$ cat src/rtl/sig_round_pkg.sv
package sig_round_pkg;
  typedef enum logic [1:0] {
    RD_NEAREST = 2'b00,
    RD_ZERO    = 2'b01,
    RD_NEG_INF = 2'b10,
    RD_POS_INF = 2'b11
  } rdir_e;

  typedef enum logic [1:0] {
    PW_WIDE   = 2'b00,
    PW_NARROW = 2'b01,
    PW_MID    = 2'b10,
    PW_BAD    = 2'b11
  } pwidth_e;

  typedef struct packed {
    logic lsb;
    logic half;
    logic rest;
  } tail_t;

  localparam int NUM_WIDTHS = 3;
endpackage

$ cat src/rtl/sig_tail_pick.sv
module sig_tail_pick
  import sig_round_pkg::*;
#(
  parameter int SIG_W  = 64,
  parameter int KEEP_W = 24
) (
  input  logic [SIG_W-1:0] sig,
  input  logic             guard,
  input  logic             rnd,
  input  logic             sticky,
  output tail_t            tail,
  output logic [SIG_W-1:0] keep_mask,
  output logic [SIG_W-1:0] unit
);
  localparam int EW   = SIG_W + 2;
  localparam int DROP = SIG_W - KEEP_W;
  localparam logic [SIG_W-1:0] ONES = '1;
  localparam logic [SIG_W-1:0] ONE  = {{(SIG_W-1){1'b0}}, 1'b1};

  logic [EW-1:0] ext;
  assign ext = {sig, guard, rnd};

  assign tail.lsb  = ext[EW-KEEP_W];
  assign tail.half = ext[EW-KEEP_W-1];
  assign tail.rest = (|ext[EW-KEEP_W-2:0]) | sticky;

  assign keep_mask = ONES << DROP;
  assign unit      = ONE << DROP;
endmodule

$ cat src/rtl/sig_point_mux.sv
module sig_point_mux
  import sig_round_pkg::*;
#(
  parameter int SIG_W = 64,
  parameter int SGL_W = 24,
  parameter int DBL_W = 53
) (
  input  logic [SIG_W-1:0] sig,
  input  logic             guard,
  input  logic             rnd,
  input  logic             sticky,
  input  logic [1:0]       prec,
  output tail_t            tail,
  output logic [SIG_W-1:0] keep_mask,
  output logic [SIG_W-1:0] unit,
  output logic             bad_prec
);
  // index 0 = full width, 1 = narrow, 2 = mid; matches the precision code
  localparam int KW [NUM_WIDTHS] = '{SIG_W, SGL_W, DBL_W};

  tail_t            tails [NUM_WIDTHS];
  logic [SIG_W-1:0] masks [NUM_WIDTHS];
  logic [SIG_W-1:0] units [NUM_WIDTHS];

  for (genvar i = 0; i < NUM_WIDTHS; i++) begin : g_width
    sig_tail_pick #(.SIG_W(SIG_W), .KEEP_W(KW[i])) u_pick (
      .sig       (sig),
      .guard     (guard),
      .rnd       (rnd),
      .sticky    (sticky),
      .tail      (tails[i]),
      .keep_mask (masks[i]),
      .unit      (units[i])
    );
  end

  logic [1:0] idx;
  assign bad_prec = (prec == PW_BAD);
  assign idx      = bad_prec ? 2'd0 : prec;

  always_comb begin
    tail      = tails[0];
    keep_mask = masks[0];
    unit      = units[0];
    for (int i = 1; i < NUM_WIDTHS; i++) begin
      if (int'(idx) == i) begin
        tail      = tails[i];
        keep_mask = masks[i];
        unit      = units[i];
      end
    end
  end
endmodule

$ cat src/rtl/sig_round_decide.sv
module sig_round_decide
  import sig_round_pkg::*;
(
  input  logic       sign,
  input  logic [1:0] mode,
  input  tail_t      tail,
  output logic       inc,
  output logic       inexact
);
  assign inexact = tail.half | tail.rest;

  always_comb begin
    unique case (rdir_e'(mode))
      RD_NEAREST: inc = tail.half & (tail.rest | tail.lsb);
      RD_ZERO:    inc = 1'b0;
      RD_NEG_INF: inc = sign & inexact;
      RD_POS_INF: inc = ~sign & inexact;
      default:    inc = 1'b0;
    endcase
  end
endmodule

$ cat src/rtl/sig_out_stage.sv
module sig_out_stage #(
  parameter int W = 8
) (
  input  logic         clk,
  input  logic         rst_n,
  input  logic         in_valid,
  output logic         in_ready,
  input  logic [W-1:0] in_data,
  output logic         out_valid,
  input  logic         out_ready,
  output logic [W-1:0] out_data
);
  assign in_ready = ~out_valid | out_ready;

  always_ff @(posedge clk) begin
    if (!rst_n) begin
      out_valid <= 1'b0;
      out_data  <= '0;
    end else if (in_valid && in_ready) begin
      out_valid <= 1'b1;
      out_data  <= in_data;
    end else if (out_ready) begin
      out_valid <= 1'b0;
    end
  end
endmodule

$ cat src/rtl/sig_rounder.sv
module sig_rounder
  import sig_round_pkg::*;
#(
  parameter int SIG_W = 64,
  parameter int SGL_W = 24,
  parameter int DBL_W = 53
) (
  input  logic             clk,
  input  logic             rst_n,
  input  logic             in_valid,
  output logic             in_ready,
  input  logic             in_sign,
  input  logic [SIG_W-1:0] in_sig,
  input  logic             in_guard,
  input  logic             in_round,
  input  logic             in_sticky,
  input  logic [1:0]       in_mode,
  input  logic [1:0]       in_prec,
  output logic             out_valid,
  input  logic             out_ready,
  output logic [SIG_W-1:0] out_sig,
  output logic             out_exp_inc,
  output logic             out_inexact,
  output logic             out_bad_prec
);
  localparam int PW = SIG_W + 3;

  tail_t            tail;
  logic [SIG_W-1:0] keep_mask, unit;
  logic             bad_prec, inc, inexact;

  sig_point_mux #(.SIG_W(SIG_W), .SGL_W(SGL_W), .DBL_W(DBL_W)) u_point (
    .sig       (in_sig),
    .guard     (in_guard),
    .rnd       (in_round),
    .sticky    (in_sticky),
    .prec      (in_prec),
    .tail      (tail),
    .keep_mask (keep_mask),
    .unit      (unit),
    .bad_prec  (bad_prec)
  );

  sig_round_decide u_decide (
    .sign    (in_sign),
    .mode    (in_mode),
    .tail    (tail),
    .inc     (inc),
    .inexact (inexact)
  );

  logic [SIG_W:0]   sum;
  logic             carry;
  logic [SIG_W-1:0] rounded;

  assign sum     = {1'b0, in_sig & keep_mask} + (inc ? {1'b0, unit} : '0);
  assign carry   = sum[SIG_W];
  assign rounded = carry ? {1'b1, {(SIG_W-1){1'b0}}} : sum[SIG_W-1:0];

  logic [PW-1:0] pay_in, pay_out;
  assign pay_in = {rounded, carry, inexact, bad_prec};

  sig_out_stage #(.W(PW)) u_stage (
    .clk       (clk),
    .rst_n     (rst_n),
    .in_valid  (in_valid),
    .in_ready  (in_ready),
    .in_data   (pay_in),
    .out_valid (out_valid),
    .out_ready (out_ready),
    .out_data  (pay_out)
  );

  assign out_sig      = pay_out[PW-1:3];
  assign out_exp_inc  = pay_out[2];
  assign out_inexact  = pay_out[1];
  assign out_bad_prec = pay_out[0];
endmodule

$ cat config.mk
export PLATFORM = sky130hd
export DESIGN_NAME = sig_rounder
export DESIGN_NICKNAME = d
export VERILOG_FILES = /design/src/rtl/sig_round_pkg.sv /design/src/rtl/sig_tail_pick.sv /design/src/rtl/sig_point_mux.sv /design/src/rtl/sig_round_decide.sv /design/src/rtl/sig_out_stage.sv /design/src/rtl/sig_rounder.sv
export SDC_FILE = /design/constraint.sdc
export NUM_CORES = 1
export LEC_CHECK = 0
export ABC_CLOCK_PERIOD_IN_PS = 4950
export BUFFER_PORTS_ARGS = -buffer_cell sky130_fd_sc_hd__buf_4
export CORE_MARGIN = 8
export CORE_UTILIZATION = 40
export DETAILED_ROUTE_END_ITERATION = 12
export GPL_TIMING_DRIVEN = 1
export PLACE_DENSITY = 0.68
export SLEW_MARGIN = 0
export SYNTH_ARGS = -nofsm -noshare
export SYNTH_HDL_FRONTEND = slang
export SYNTH_HIERARCHICAL = 1
export SYNTH_SLANG_ARGS = --single-unit
$ cat constraint.sdc
create_clock -name clk -period 4.95 [get_ports clk]
set_clock_uncertainty 0.2 [all_clocks]
set_input_delay 0.495 -clock clk [delete_from_list [all_inputs] [get_ports clk]]
set_output_delay 0.495 -clock clk [all_outputs]
set_load 0.02 [all_outputs]
==> results.cfg, run 1 <==
[outcome]
status = finished, final reports clean

[final_layout]
drive_gt1_frac = 0.175
layoutNonFillerInstCount = 2653
design_area_mm2 = 0.0167
nets = 2277
syn_to_final_growth_pct = 9.41

[cts]
cts_sinks = 68
cts_buffer_depth = 2
cts_root_buffer = clkbuf_16
htreeDepth = 3
clock_latency_ps = 360
cts_tree = done
cts_made_buffers = 9
clkSlewWorstSetupHoldPaths_ps = 70

[flow_run]
drv_cap = 0

[critical_path]
critPathArrivalTime_ps = 4850
crit_fanout = 4
r2r-start = u_stage/out_valid
slowest_delay_ps = 440
cp-start-kind = input port
cp-end-kind = flip-flop
critPathKind = input port to flip-flop
cp_common_cell = buf_4
critPathSlowestCell = a2111oi_4
critPathRequiredTime_ps = 4970
critical_path.startpoint = in_sig[14]

[timing]
tightest_slew_ps = 1170
finalHoldViolCount = 0
slew_headroom = 0.221
fin_ws_ps = 116
setup_violations = 0
finalCritPeriodShare = 0.977
slew_violations = 0
fin_crit_ps = 4830
fmax_mhz = 207

[yosys]
ys_seq_area_frac = 0.0891
syn_area_mm2 = 0.0153
ys_dominant_reg_cell = dfxtp_1
synth_edf_count = 0
async_flop_share = 0
yosysWarnings = 6
ys_seq_elements = 68
synth_largest_area_cell = mux2i_1
synth_area_leaders = mux2i_1 30%, buf_4 20%, dfxtp_1 8.9%
syn-instance-count = 1956
synth_top_area_frac = 0.303
synth_area_per_cell_um2 = 7.81
yosys.cell_types.count = 81

[route]
avgRoutedWirePerCell_um = 14.6
drt-total-wl_um = 38700
viasPerCell = 4.72
drtAntennaViolNets = 0
drc = 0
first_iter_violations = 667
drt_first_pass_iters = 5
num_vias = 12500

[place]
preCtsSetupSlack_ps = -730
dp_hpwl_um = 30500
dp_cells = 2627
port_buffers = 144
placed_area_mm2 = 0.0159
place_congestion = 0.917

[power_and_ir_drop]
power_density_mw_per_mm2 = 182
total_power_mw = 3.03
p_leak_nw = 8.66
peakVddDrop_uv = 171

[min_path]
hold_class = input port to flip-flop
hold_start = in_valid

[global_route]
grt_overflow = 0
grt_max_degree = 88
grt_usage = 0.166
grt_pass1_vias = 12200
antenna_found_initial = 2
grt_pass1_wl_um = 61300

[floorplan]
die_x_um = 211
rows = 71
io_pins = 145
fp.dieH_um = 211
core_mm2 = 0.0377
start_util = 0.405
die-area_mm2 = 0.0447
==> through the flow <==
step	hold slack, ps	setup TNS, ps	utilization
floorplan	333	0	-
global placement	245	-36520	0.423
detailed placement	248	-38960	0.423
CTS	176	-3.57	0.433
global route	201	-91.7	0.444
finish	195	0	0.444
==> report_power, final <==
part / leakage, nW / switching [mW] / total (mW) / internal (mW)
combinational: 7.95 / 0.943 / 1.67 / 0.724
clock: 0.153 / 0.314 / 0.723 / 0.409
sequential: 0.557 / 0.0361 / 0.643 / 0.607
total: 8.66 / 1.29 / 3.03 / 1.74
==> cell usage after synthesis, drive strengths merged (5+ instances only) <==
cell      n
nand2b    8
mux2i   462
o211ai    8
conb      6
o21bai   21
xnor2    24
inv      22
nand3    15
ha       64
a21o     33
a31oi     6
nor4     15
nor3     21
dfxtp    68
clkbuf   31
or3       9
nor2     92
nand4    23
xor2     24
a21oi    79
nand2   202
o21ai    45
and2    133
a221o     5
buf     459
o21a     14
a211oi   16
==> state kept, by name, indices dropped and copies added, names as in the netlist <==
register           count
u_stage/out_valid      1
u_stage/out_data      67
==> worst paths after layout <==
path / endpoint / slack [ps] / depth (start not counted)
setup / recovery: u_stage/out_data[63] / 120 / 27
hold / removal: u_stage/out_valid / 190 / 3
setup reg to reg: u_stage/out_data[14] / 2710 / 4
hold reg to reg: u_stage/out_data[57] / 260 / 2
==> cell families after synthesis <==
group / count (synthesis) / share of synthesized area
other: 6 / 0.00147
muxes: 463 / 0.304
and+or+nand+nor: 538 / 0.176
DFF: 68 / 0.0891
AOI/OAI and AO/OA: 256 / 0.114
adders and majority gates: 65 / 0.0537
xor gates and xnor gates: 48 / 0.0275
buffers and inverters: 512 / 0.234
==> layout make-up <==
| cell class | count | area [µm²] |
|---|---|---|
| well taps | 511 | 639 |
| diodes | 1 | 2.50 |
| multi-input cells | 1754 | 12100 |
| flip-flops and latches | 68 | 1360 |
| clock buffers | 10 | 239 |
| repair buffers | 281 | 2230 |
| fillers | 3809 | 21000 |
| inverters | 22 | 82.6 |
| clock inverters | 6 | 70.1 |
==> per-layer routing <==
layer	GRT usage	up-vias	part of all wire
met3	0.0290	43	0.039
met2	0.279	243	0.47
li1	-	6417	-
met1	0.216	5811	0.47
met4	0.0484	2	0.021
met5	0	-	0.00034
==> critical path: cells and delay by family <==
family	cells	cell delay (ps)
simple gates	9	1190
mux	3	340
fa+ha+maj	2	540
buf+inv	6	770
compound gates	7	1520
==> cells in the final DEF, fill, tap and decap left out, types with 4 or more instances in the layout <==
cell type,instances
a211oi_1,9
a211oi_2,4
a21o_1,32
a21oi_1,70
a21oi_2,9
a221o_1,5
a31oi_1,5
and2_1,130
buf_12,4
buf_4,267
buf_6,6
clkbuf_16,11
conb_1,384
dfxtp_1,68
ha_1,61
inv_1,22
mux2i_1,462
nand2_1,201
nand2b_1,6
nand3_1,11
nand4_1,23
nor2_1,92
nor3_1,12
nor3_2,7
nor4_1,7
nor4_2,4
nor4_4,4
o211ai_1,6
o21a_1,14
o21ai_0,30
o21ai_1,10
o21bai_1,18
or3_1,9
xnor2_1,23
xor2_1,24
==> what timing repair did <==
action,4_1_cts,5_1_grt
hold buffers,0,0
setup endpoints to repair,65,65
resized for setup,14,57
setup buffers,0,7
gates cloned,0,2
pin swaps,2,32
endpoints found under the hold margin,0,0
Power figures use the tool's default switching activity.
==> run 2, diff against run 1 <==
- RECOVER_POWER: default -> 25
==> run 2 against run 1 <==
  * Count of clock-buffer cells in the layout stayed put
  * Sequential share of layout area is 0.059 points higher
  * Critical path depth is 1 higher
  * Utilization is 0.32 points lower
  * Maximum frequency is 0.41% higher
  * Sequential power hardly changed
  * Critical path type unchanged
==> results.cfg, run 2 (synthesis gave the netlist of run 1 again) <==
[timing]
fmax_mhz = 208
slew_violations = 0
fin_ws_ps = 135
finalHoldViolCount = 0
tightest_slew_ps = 1180
fin_crit_ps = 4810
finalCritPeriodShare = 0.973
setup_violations = 0
slew_headroom = 0.214

[power_and_ir_drop]
power_density_mw_per_mm2 = 181
p_leak_nw = 8.52
peakVddDrop_uv = 171

[cts]
cts_sinks = 68
htreeDepth = 3
cts_made_buffers = 9
cts_root_buffer = clkbuf_16
cts_buffer_depth = 2
cts_tree = done
clkSlewWorstSetupHoldPaths_ps = 70
clock_latency_ps = 360

[final_layout]
final_common_cell = mux2i_1
layout_common_cells = 462 x mux2i_1, 384 x conb_1, 235 x buf_4
nets = 2277
fillerInstances = 3845
drive_gt1_frac = 0.160
largest_register_ffs = 67
top_regs = u_stage/out_data x67, u_stage/out_valid x1
syn_to_final_growth_pct = 8.63
fin_util = 0.440
regMostFlops = u_stage/out_data

[route]
drt-total-wl_um = 38800
avgRoutedWirePerCell_um = 14.6
num_vias = 12500
drt_first_pass_iters = 5
viasPerCell = 4.71
drtAntennaViolNets = 0
first_iter_violations = 678
drc = 0

[outcome]
status = finished, final reports clean

[floorplan]
fp.dieH_um = 211
die-area_mm2 = 0.0447
io_pins = 145
die_x_um = 211
core_mm2 = 0.0377
rows = 71
start_util = 0.405

[critical_path]
cp-end-kind = flip-flop
critPathArrivalTime_ps = 4840
crit_fanout = 4
cp-start-kind = input port
critPathKind = input port to flip-flop
reg2reg_slack_ps = 2710
critPathRequiredTime_ps = 4970

[global_route]
grt_pass1_vias = 12200
grt_overflow = 0
grt_max_degree = 88
antenna_found_initial = 2
grt_pass1_wl_um = 61300
grt_usage = 0.166

[place]
preCtsSetupSlack_ps = -730
port_buffers = 144
dp_hpwl_um = 30500
place_congestion = 0.917

[min_path]
hold_class = input port to flip-flop

[flow_run]
drv_cap = 0
==> run 2: cell types whose count changed in the layout (fill, tap and decap cells not counted) <==
cell,change
buf_4,-32
clkbuf_1,+32
==> run 2: path summary, 6_finish.rpt <==
| path | endpoint | depth (start not counted) | start |
|---|---|---|---|
| max reg2reg | u_stage/out_data[14] | 4 | u_stage/out_valid |
| min | u_stage/out_valid | 3 | in_valid |
| min reg2reg | u_stage/out_data[57] | 2 | u_stage/out_data[57] |
| max | u_stage/out_data[63] | 28 | in_sig[28] |
==> run 2: what timing repair did <==
| item | CTS | global route |
|---|---|---|
| pin swaps | 2 | 32 |
| setup buffers | 0 | 7 |
| endpoints found under the setup margin | 65 | 65 |
| gates resized for setup | 14 | 57 |
| gates cloned | 0 | 2 |
| hold buffers | 0 | 0 |
==> run 2: cell type report <==
cell class	instances	area [µm²]	area share
flip-flops and latches	68	1360	0.0821
multi-input cells	1754	12100	0.728
inverters	22	82.6	0.00498
clock buffers	10	239	0.0144
repair buffers	281	2110	0.127
clock inverters	6	70.1	0.00422
diodes	1	2.50	0.000151
well taps	511	639	0.0385
==> run 2: layer usage <==
metal / wire (µm) / track usage / up-vias
met5: 13 / 0 / -
met1: 18300 / 0.216 / 5790
li1: - / - / 6418
met2: 18100 / 0.279 / 251
met3: 1590 / 0.0290 / 43
met4: 805 / 0.0484 / 2
==> run 2: report_power, final <==
group / internal [mW] / switching, mW
logic: 0.701 / 0.943
registers: 0.607 / 0.0360
clock network: 0.409 / 0.314
==> run 2: stage by stage <==
step / power, mW / TNS (ps) / cells / hold WS (ps) / cell area [µm²]
floorplan: 1.99 / 0 / 2334 / 333 / 16700
global placement: 2.18 / -36520 / 2627 / 245 / 15900
detailed placement: 2.19 / -38960 / 2627 / 248 / 15900
CTS: 2.93 / -3.57 / 2643 / 176 / 16300
global route: 3.22 / -91.7 / 2653 / 201 / 16600
finish: 3.01 / 0 / 2653 / 195 / 16600
==> run 2: worst max-delay path, stage by stage <==
cell       delay [ps]
buf_4             100
nor4_4             40
buf_4             130
nand3_2            70
buf_6             120
or3_1             100
mux2i_1            60
mux2i_1           190
nor3_1             70
buf_4             140
nor3_4            180
and2_4            160
ha_2              170
inv_1              60
fa_2              370
nand2b_4          180
a2111oi_4         440
buf_4             190
o21ai_4            70
a211oi_4          340
buf_6             160
o21ai_4            80
o21ai_4           270
o211ai_2          130
and3_1            190
o21a_1            180
nand2_1            60
mux2i_1            80
